`src/rtl/nwt_pkg.sv`:
```
package nwt_pkg;

    localparam int NIB_W = 4;

    localparam logic [NIB_W-1:0] START_CODE = 4'b1110;
    localparam logic [NIB_W-1:0] ACK_CODE   = 4'b0000;
    localparam logic [NIB_W-1:0] PARK_CODE  = 4'b1111;
    localparam logic [NIB_W-1:0] ONE_BYTE   = 4'b0000;

    typedef enum logic [3:0] {
        PH_IDLE,
        PH_IDSEL,
        PH_ADDR,
        PH_SIZE,
        PH_DATA,
        PH_HOST_TAR,
        PH_TGT_TAR,
        PH_ACK,
        PH_TGT_PARK
    } phase_e;

    typedef struct packed {
        logic             oe;
        logic [NIB_W-1:0] nib;
        logic             stb;
    } drive_t;

    function automatic drive_t drive_for(phase_e p);
        drive_t d;
        d.oe  = 1'b0;
        d.nib = PARK_CODE;
        d.stb = 1'b0;
        case (p)
            PH_TGT_TAR:  d.oe = 1'b1;
            PH_ACK: begin
                d.oe  = 1'b1;
                d.nib = ACK_CODE;
                d.stb = 1'b1;
            end
            PH_TGT_PARK: d.oe = 1'b1;
            default: ;
        endcase
        return d;
    endfunction

endpackage

```
`src/rtl/nwt_sequencer.sv`:
```
module nwt_sequencer
    import nwt_pkg::*;
#(
    parameter int ADDR_NIBS = 7,
    parameter int DATA_NIBS = 2,
    parameter int CNT_W     = 3
) (
    input  logic             clk,
    input  logic             rst,
    input  logic             frame_n,
    input  logic [NIB_W-1:0] bus_in,
    input  logic [NIB_W-1:0] id_strap,
    output phase_e           phase,
    output logic [CNT_W-1:0] slot,
    output logic             addr_en,
    output logic             data_en
);

    phase_e           phase_nxt;
    logic [CNT_W-1:0] slot_nxt;

    assign addr_en = frame_n && (phase == PH_ADDR);
    assign data_en = frame_n && (phase == PH_DATA);

    always_comb begin
        phase_nxt = phase;
        slot_nxt  = slot;
        if (!frame_n) begin
            phase_nxt = (bus_in == START_CODE) ? PH_IDSEL : PH_IDLE;
            slot_nxt  = '0;
        end else begin
            case (phase)
                PH_IDLE: phase_nxt = PH_IDLE;
                PH_IDSEL: begin
                    phase_nxt = (bus_in == id_strap) ? PH_ADDR : PH_IDLE;
                    slot_nxt  = '0;
                end
                PH_ADDR: begin
                    if (slot == CNT_W'(ADDR_NIBS - 1)) begin
                        phase_nxt = PH_SIZE;
                        slot_nxt  = '0;
                    end else begin
                        slot_nxt = slot + 1'b1;
                    end
                end
                PH_SIZE: begin
                    phase_nxt = (bus_in == ONE_BYTE) ? PH_DATA : PH_IDLE;
                    slot_nxt  = '0;
                end
                PH_DATA: begin
                    if (slot == CNT_W'(DATA_NIBS - 1)) begin
                        phase_nxt = PH_HOST_TAR;
                        slot_nxt  = '0;
                    end else begin
                        slot_nxt = slot + 1'b1;
                    end
                end
                PH_HOST_TAR: phase_nxt = PH_TGT_TAR;
                PH_TGT_TAR:  phase_nxt = PH_ACK;
                PH_ACK:      phase_nxt = PH_TGT_PARK;
                PH_TGT_PARK: phase_nxt = PH_IDLE;
                default:     phase_nxt = PH_IDLE;
            endcase
        end
    end

    always_ff @(posedge clk) begin
        if (rst) begin
            phase <= PH_IDLE;
            slot  <= '0;
        end else begin
            phase <= phase_nxt;
            slot  <= slot_nxt;
        end
    end

endmodule

```
`src/rtl/nwt_capture.sv`:
```
module nwt_capture
    import nwt_pkg::*;
#(
    parameter int ADDR_W = 28,
    parameter int DATA_W = 8,
    parameter int CNT_W  = 3
) (
    input  logic              clk,
    input  logic              rst,
    input  logic [NIB_W-1:0]  bus_in,
    input  logic              addr_en,
    input  logic              data_en,
    input  logic [CNT_W-1:0]  slot,
    output logic [ADDR_W-1:0] addr_q,
    output logic [DATA_W-1:0] data_q
);

    localparam int DATA_NIBS = DATA_W / NIB_W;

    always_ff @(posedge clk) begin
        if (rst) begin
            addr_q <= '0;
        end else if (addr_en) begin
            addr_q <= {addr_q[ADDR_W-NIB_W-1:0], bus_in};
        end
    end

    for (genvar k = 0; k < DATA_NIBS; k++) begin : g_lane
        always_ff @(posedge clk) begin
            if (rst) begin
                data_q[k*NIB_W +: NIB_W] <= '0;
            end else if (data_en && (slot == CNT_W'(k))) begin
                data_q[k*NIB_W +: NIB_W] <= bus_in;
            end
        end
    end

endmodule

```
`src/rtl/nwt_driver.sv`:
```
module nwt_driver
    import nwt_pkg::*;
(
    input  phase_e           phase,
    output logic             oe,
    output logic [NIB_W-1:0] nib,
    output logic             stb
);

    drive_t d;

    always_comb begin
        d   = drive_for(phase);
        oe  = d.oe;
        nib = d.nib;
        stb = d.stb;
    end

endmodule

```
`src/rtl/nibble_wr_target.sv`:
```
module nibble_wr_target
    import nwt_pkg::*;
#(
    parameter int ADDR_W = 28,
    parameter int DATA_W = 8
) (
    input  logic              clk,
    input  logic              rst,
    input  logic              frame_n,
    input  logic [3:0]        bus_in,
    input  logic [3:0]        id_strap,
    output logic [3:0]        bus_out,
    output logic              bus_oe,
    output logic              wr_stb,
    output logic [ADDR_W-1:0] wr_addr,
    output logic [DATA_W-1:0] wr_data
);

    localparam int ADDR_NIBS = ADDR_W / NIB_W;
    localparam int DATA_NIBS = DATA_W / NIB_W;
    localparam int MAX_NIBS  = (ADDR_NIBS > DATA_NIBS) ? ADDR_NIBS : DATA_NIBS;
    localparam int CNT_W     = (MAX_NIBS > 1) ? $clog2(MAX_NIBS) : 1;

    phase_e           phase;
    logic [CNT_W-1:0] slot;
    logic             addr_en;
    logic             data_en;

    nwt_sequencer #(
        .ADDR_NIBS(ADDR_NIBS),
        .DATA_NIBS(DATA_NIBS),
        .CNT_W    (CNT_W)
    ) seq_i (
        .clk     (clk),
        .rst     (rst),
        .frame_n (frame_n),
        .bus_in  (bus_in),
        .id_strap(id_strap),
        .phase   (phase),
        .slot    (slot),
        .addr_en (addr_en),
        .data_en (data_en)
    );

    nwt_capture #(
        .ADDR_W(ADDR_W),
        .DATA_W(DATA_W),
        .CNT_W (CNT_W)
    ) cap_i (
        .clk    (clk),
        .rst    (rst),
        .bus_in (bus_in),
        .addr_en(addr_en),
        .data_en(data_en),
        .slot   (slot),
        .addr_q (wr_addr),
        .data_q (wr_data)
    );

    nwt_driver drv_i (
        .phase(phase),
        .oe   (bus_oe),
        .nib  (bus_out),
        .stb  (wr_stb)
    );

endmodule

```
`config.mk`:
```
export PLATFORM = sky130hd
export DESIGN_NAME = nibble_wr_target
export DESIGN_NICKNAME = d
export VERILOG_FILES = /design/src/rtl/nwt_pkg.sv /design/src/rtl/nwt_sequencer.sv /design/src/rtl/nwt_capture.sv /design/src/rtl/nwt_driver.sv /design/src/rtl/nibble_wr_target.sv
export SDC_FILE = /design/constraint.sdc
export NUM_CORES = 1
export LEC_CHECK = 0
export BUFFER_PORTS_ARGS = -buffer_cell sky130_fd_sc_hd__buf_2
export CAP_MARGIN = 40
export CORE_UTILIZATION = 40
export DETAILED_ROUTE_END_ITERATION = 7
export GPL_TIMING_DRIVEN = 0
export SYNTH_ARGS = -nofsm -noshare
export SYNTH_HDL_FRONTEND = slang
export SYNTH_SLANG_ARGS = --single-unit
```
`constraint.sdc`:
```
create_clock -name clk -period 1.95 [get_ports clk]
set_input_delay 0.195 -clock clk [delete_from_list [all_inputs] [get_ports clk]]
set_output_delay 0.195 -clock clk [all_outputs]
set_load 0.005 [all_outputs]
```
==> results_dict.tcl <==
set metrics [dict create \
    syn2layout_area_growth_pct 23.2 \
    die_h_um 69.6 \
    postRouteAntennaNets 0 \
    hold_depth 3 \
    die_x_um 69.6 \
    slew-limit-headroom 0.685 \
    p_comb_frac 0.033 \
    drt_first_pass_iters 4 \
    regToRegStartpoint "seq_i.phase[3]" \
    power_mw 1.59 \
    power_switching_share 0.199 \
    drtIter0Drc 74 \
    cts_tree "done" \
    fin_cells 327 \
    syn_area_um2 1830 \
    antenna_cells 0 \
    cp_max_fo 10 \
    critPathKind "reg2out" \
    clkTransAtPathRegs_ps 80 \
    clock_skew_ps 8.73 \
    ff2ff_path_depth 5 \
    avgSynthCellArea_um2 8.42 \
    grt_max_degree 13 \
    tightest_slew_ps 467 \
    start_util 0.417 \
    drv_cap 0 \
    max_freq_mhz 621 \
    clockBufferDepth 2 \
    grt_pass1_vias 1437 \
    syn-num-nets 228 \
    timing.setup.tns_ps 0 \
    critPathTopFamily "buffers and inverters" \
    cellPowerDensity_nw_per_um2 706 \
    peakVddDrop_uv 478 \
    fillerInstances 457 \
    critPathRequiredTime_ps 1750 \
    holdPathEnd "cap_i.addr_q[0]" \
    finalInstanceArea_um2 2250 \
    portBuffers 51 \
    cp_slowest_stage_delay_ps 340 \
    hold_class "in2reg" \
    reg2reg_slack_ps 540 \
    cts_resized 0 \
    routed_via_density 4.84 \
    critPathLaunchType "flip-flop" \
    grt_overflow 0 \
    wl_um 3950 \
    worstPathCellList "buf_6 > nor2b_1 > nand3_1 > buf_4 > buf_2" \
    htreeDepth 2 \
    numPlacedInstances 320 \
    clock_latency_ps 290 \
    vias 1584 \
    yosysWarnings 0 \
    rows 24 \
    r2r_end "cap_i.addr_q[25]" \
    power_switching_mw 0.316 \
    fin_crit_sh 0.826 \
    die-area_um2 4840 \
    internal-power_mw 1.27 \
    layout-drive-gt1-share 0.273 \
    synth-async-reset-ratio 0 \
    synthTopCellsByCount "61 x nand2_1, 43 x dfxtp_1, 33 x a21oi_1" \
    syn_inst 217 \
    synth_flop_cell "dfxtp_1" \
    crit_path_top_delay_cell "dfxtp_1" \
    cts_num_sinks 43 \
    p_leak_nw 0.980 \
    ys_seq_elements 43 \
    finish.net_count 286 \
    yosysUniqueCellTypes 37 \
    drc_errors 0 \
    yosys-top-cells-area "dfxtp_1 47%, nand2_1 13%, a21oi_1 9.0%" \
    clockRootBuffer "clkbuf_8" \
    min_from "bus_in[0]" \
    yosysTopAreaCell "dfxtp_1" \
    synth_edf_count 0 \
    arrival_ps 1420 \
    finalMaxSlewViolations 0 \
    hpwl_um 2860 \
    crit_start "seq_i.phase[2]" \
    p_clk_frac 0.414 \
    fin_hold_ws_ps 211 \
    setup_viol 0 \
    rsz0062_at_grt "no" \
    dpl_cell_area_um2 2150 \
    synthMostInstantiatedCell "nand2_1" \
    grt_pass1_wl_um 6470 \
    timing.final.crit_period_ps 1610 \
    ys_seq_area_frac 0.471 \
    wire_per_inst_um 12.1 \
    crit_buf_inv 3 \
    worstSetupEndpointType "output pin" \
    synth_top_area_share 0.471 \
    power_frac_seq 0.552 \
    grt_usage 0.165 \
    post_cts_buffers 0 \
    routabilityCongestion 0.734 \
    cts_buffers 5 \
    outcome "finished, final reports clean" \
    core-area_um2 4380 \
    ctsHoldBuffers 0 \
    antenna_found_initial 0 \
    hold_viol 0 \
    ios 53 \
]
## layout by cell type, fill, tap and decap left out, drive strengths merged, types with 3 or more instances in the layout
cell / synthesis / final
clkbuf: 5 / 11
nand3: 3 / 3
nand2: 61 / 61
nor3: 4 / 4
xnor2: 5 / 5
inv: 3 / 3
nor2: 13 / 13
buf: 12 / 63
dfxtp: 43 / 43
a21oi: 33 / 33
mux2i: 9 / 9
## layer usage
layer / share of wire / global-route usage
met2: 0.45 / 0.257
met4: 0.0068 / 0.0544
met5: 0 / 0
met3: 0.046 / 0.0465
met1: 0.50 / 0.220
## per-stage QoR
step / setup WS (ps) / util
floorplan: 723 / -
global placement: 578 / 0.490
detailed placement: 551 / 0.490
CTS: 325 / 0.513
global route: 207 / 0.513
finish: 339 / 0.513
## worst max path at each step
stage,endpoint,depth (start not counted)
finish,bus_out[3],5
global route,bus_out[1],5
CTS,bus_out[1],5
detailed placement,cap_i.addr_q[25],5
global placement,cap_i.addr_q[4],5
floorplan,cap_i.addr_q[10],7
## worst reg2reg max path: stages (launching register included)
cell	delay, ps
dfxtp_1	500
nor2_4	90
nand3_1	110
clkbuf_1	390
nand2_1	100
a21oi_1	150
## area by class of cell
cell class / instances / area (um2) / area share
clock buffers: 6 / 72.6 / 0.0323
multi-input cells: 154 / 828 / 0.368
repair buffers: 51 / 255 / 0.113
well taps: 52 / 65.1 / 0.0289
flip-flops and latches: 43 / 861 / 0.383
plain buffers: 17 / 126 / 0.0562
clock inverters: 1 / 30.0 / 0.0133
inverters: 3 / 11.3 / 0.00501
## cell families (layout without fill, tap and decap cells)
family          count (synthesis)  after routing  share of synthesized area
mux                             9              9                     0.0493
simple gates                   98             98                      0.248
xor+xnor                        5              5                     0.0240
compound gates                 42             42                      0.132
buf+inv                        20             78                     0.0753
flops                          43             43                      0.471
## flip-flops by register name (all words and copies together) (netlist names)
signal / count
cap_i.data_q: 8
seq_i.slot: 3
cap_i.addr_q: 28
seq_i.phase: 4
## power by group through the flow
stage	Clock, mW	Combinational (mW)	Sequential, mW
floorplan	0	0.0285	0.898
global placement	0	0.0536	0.898
detailed placement	0	0.0536	0.898
CTS	0.673	0.0538	0.877
global route	0.705	0.0592	0.877
finish	0.658	0.0531	0.877
No activity file was read; power rests on OpenSTA's default activity.
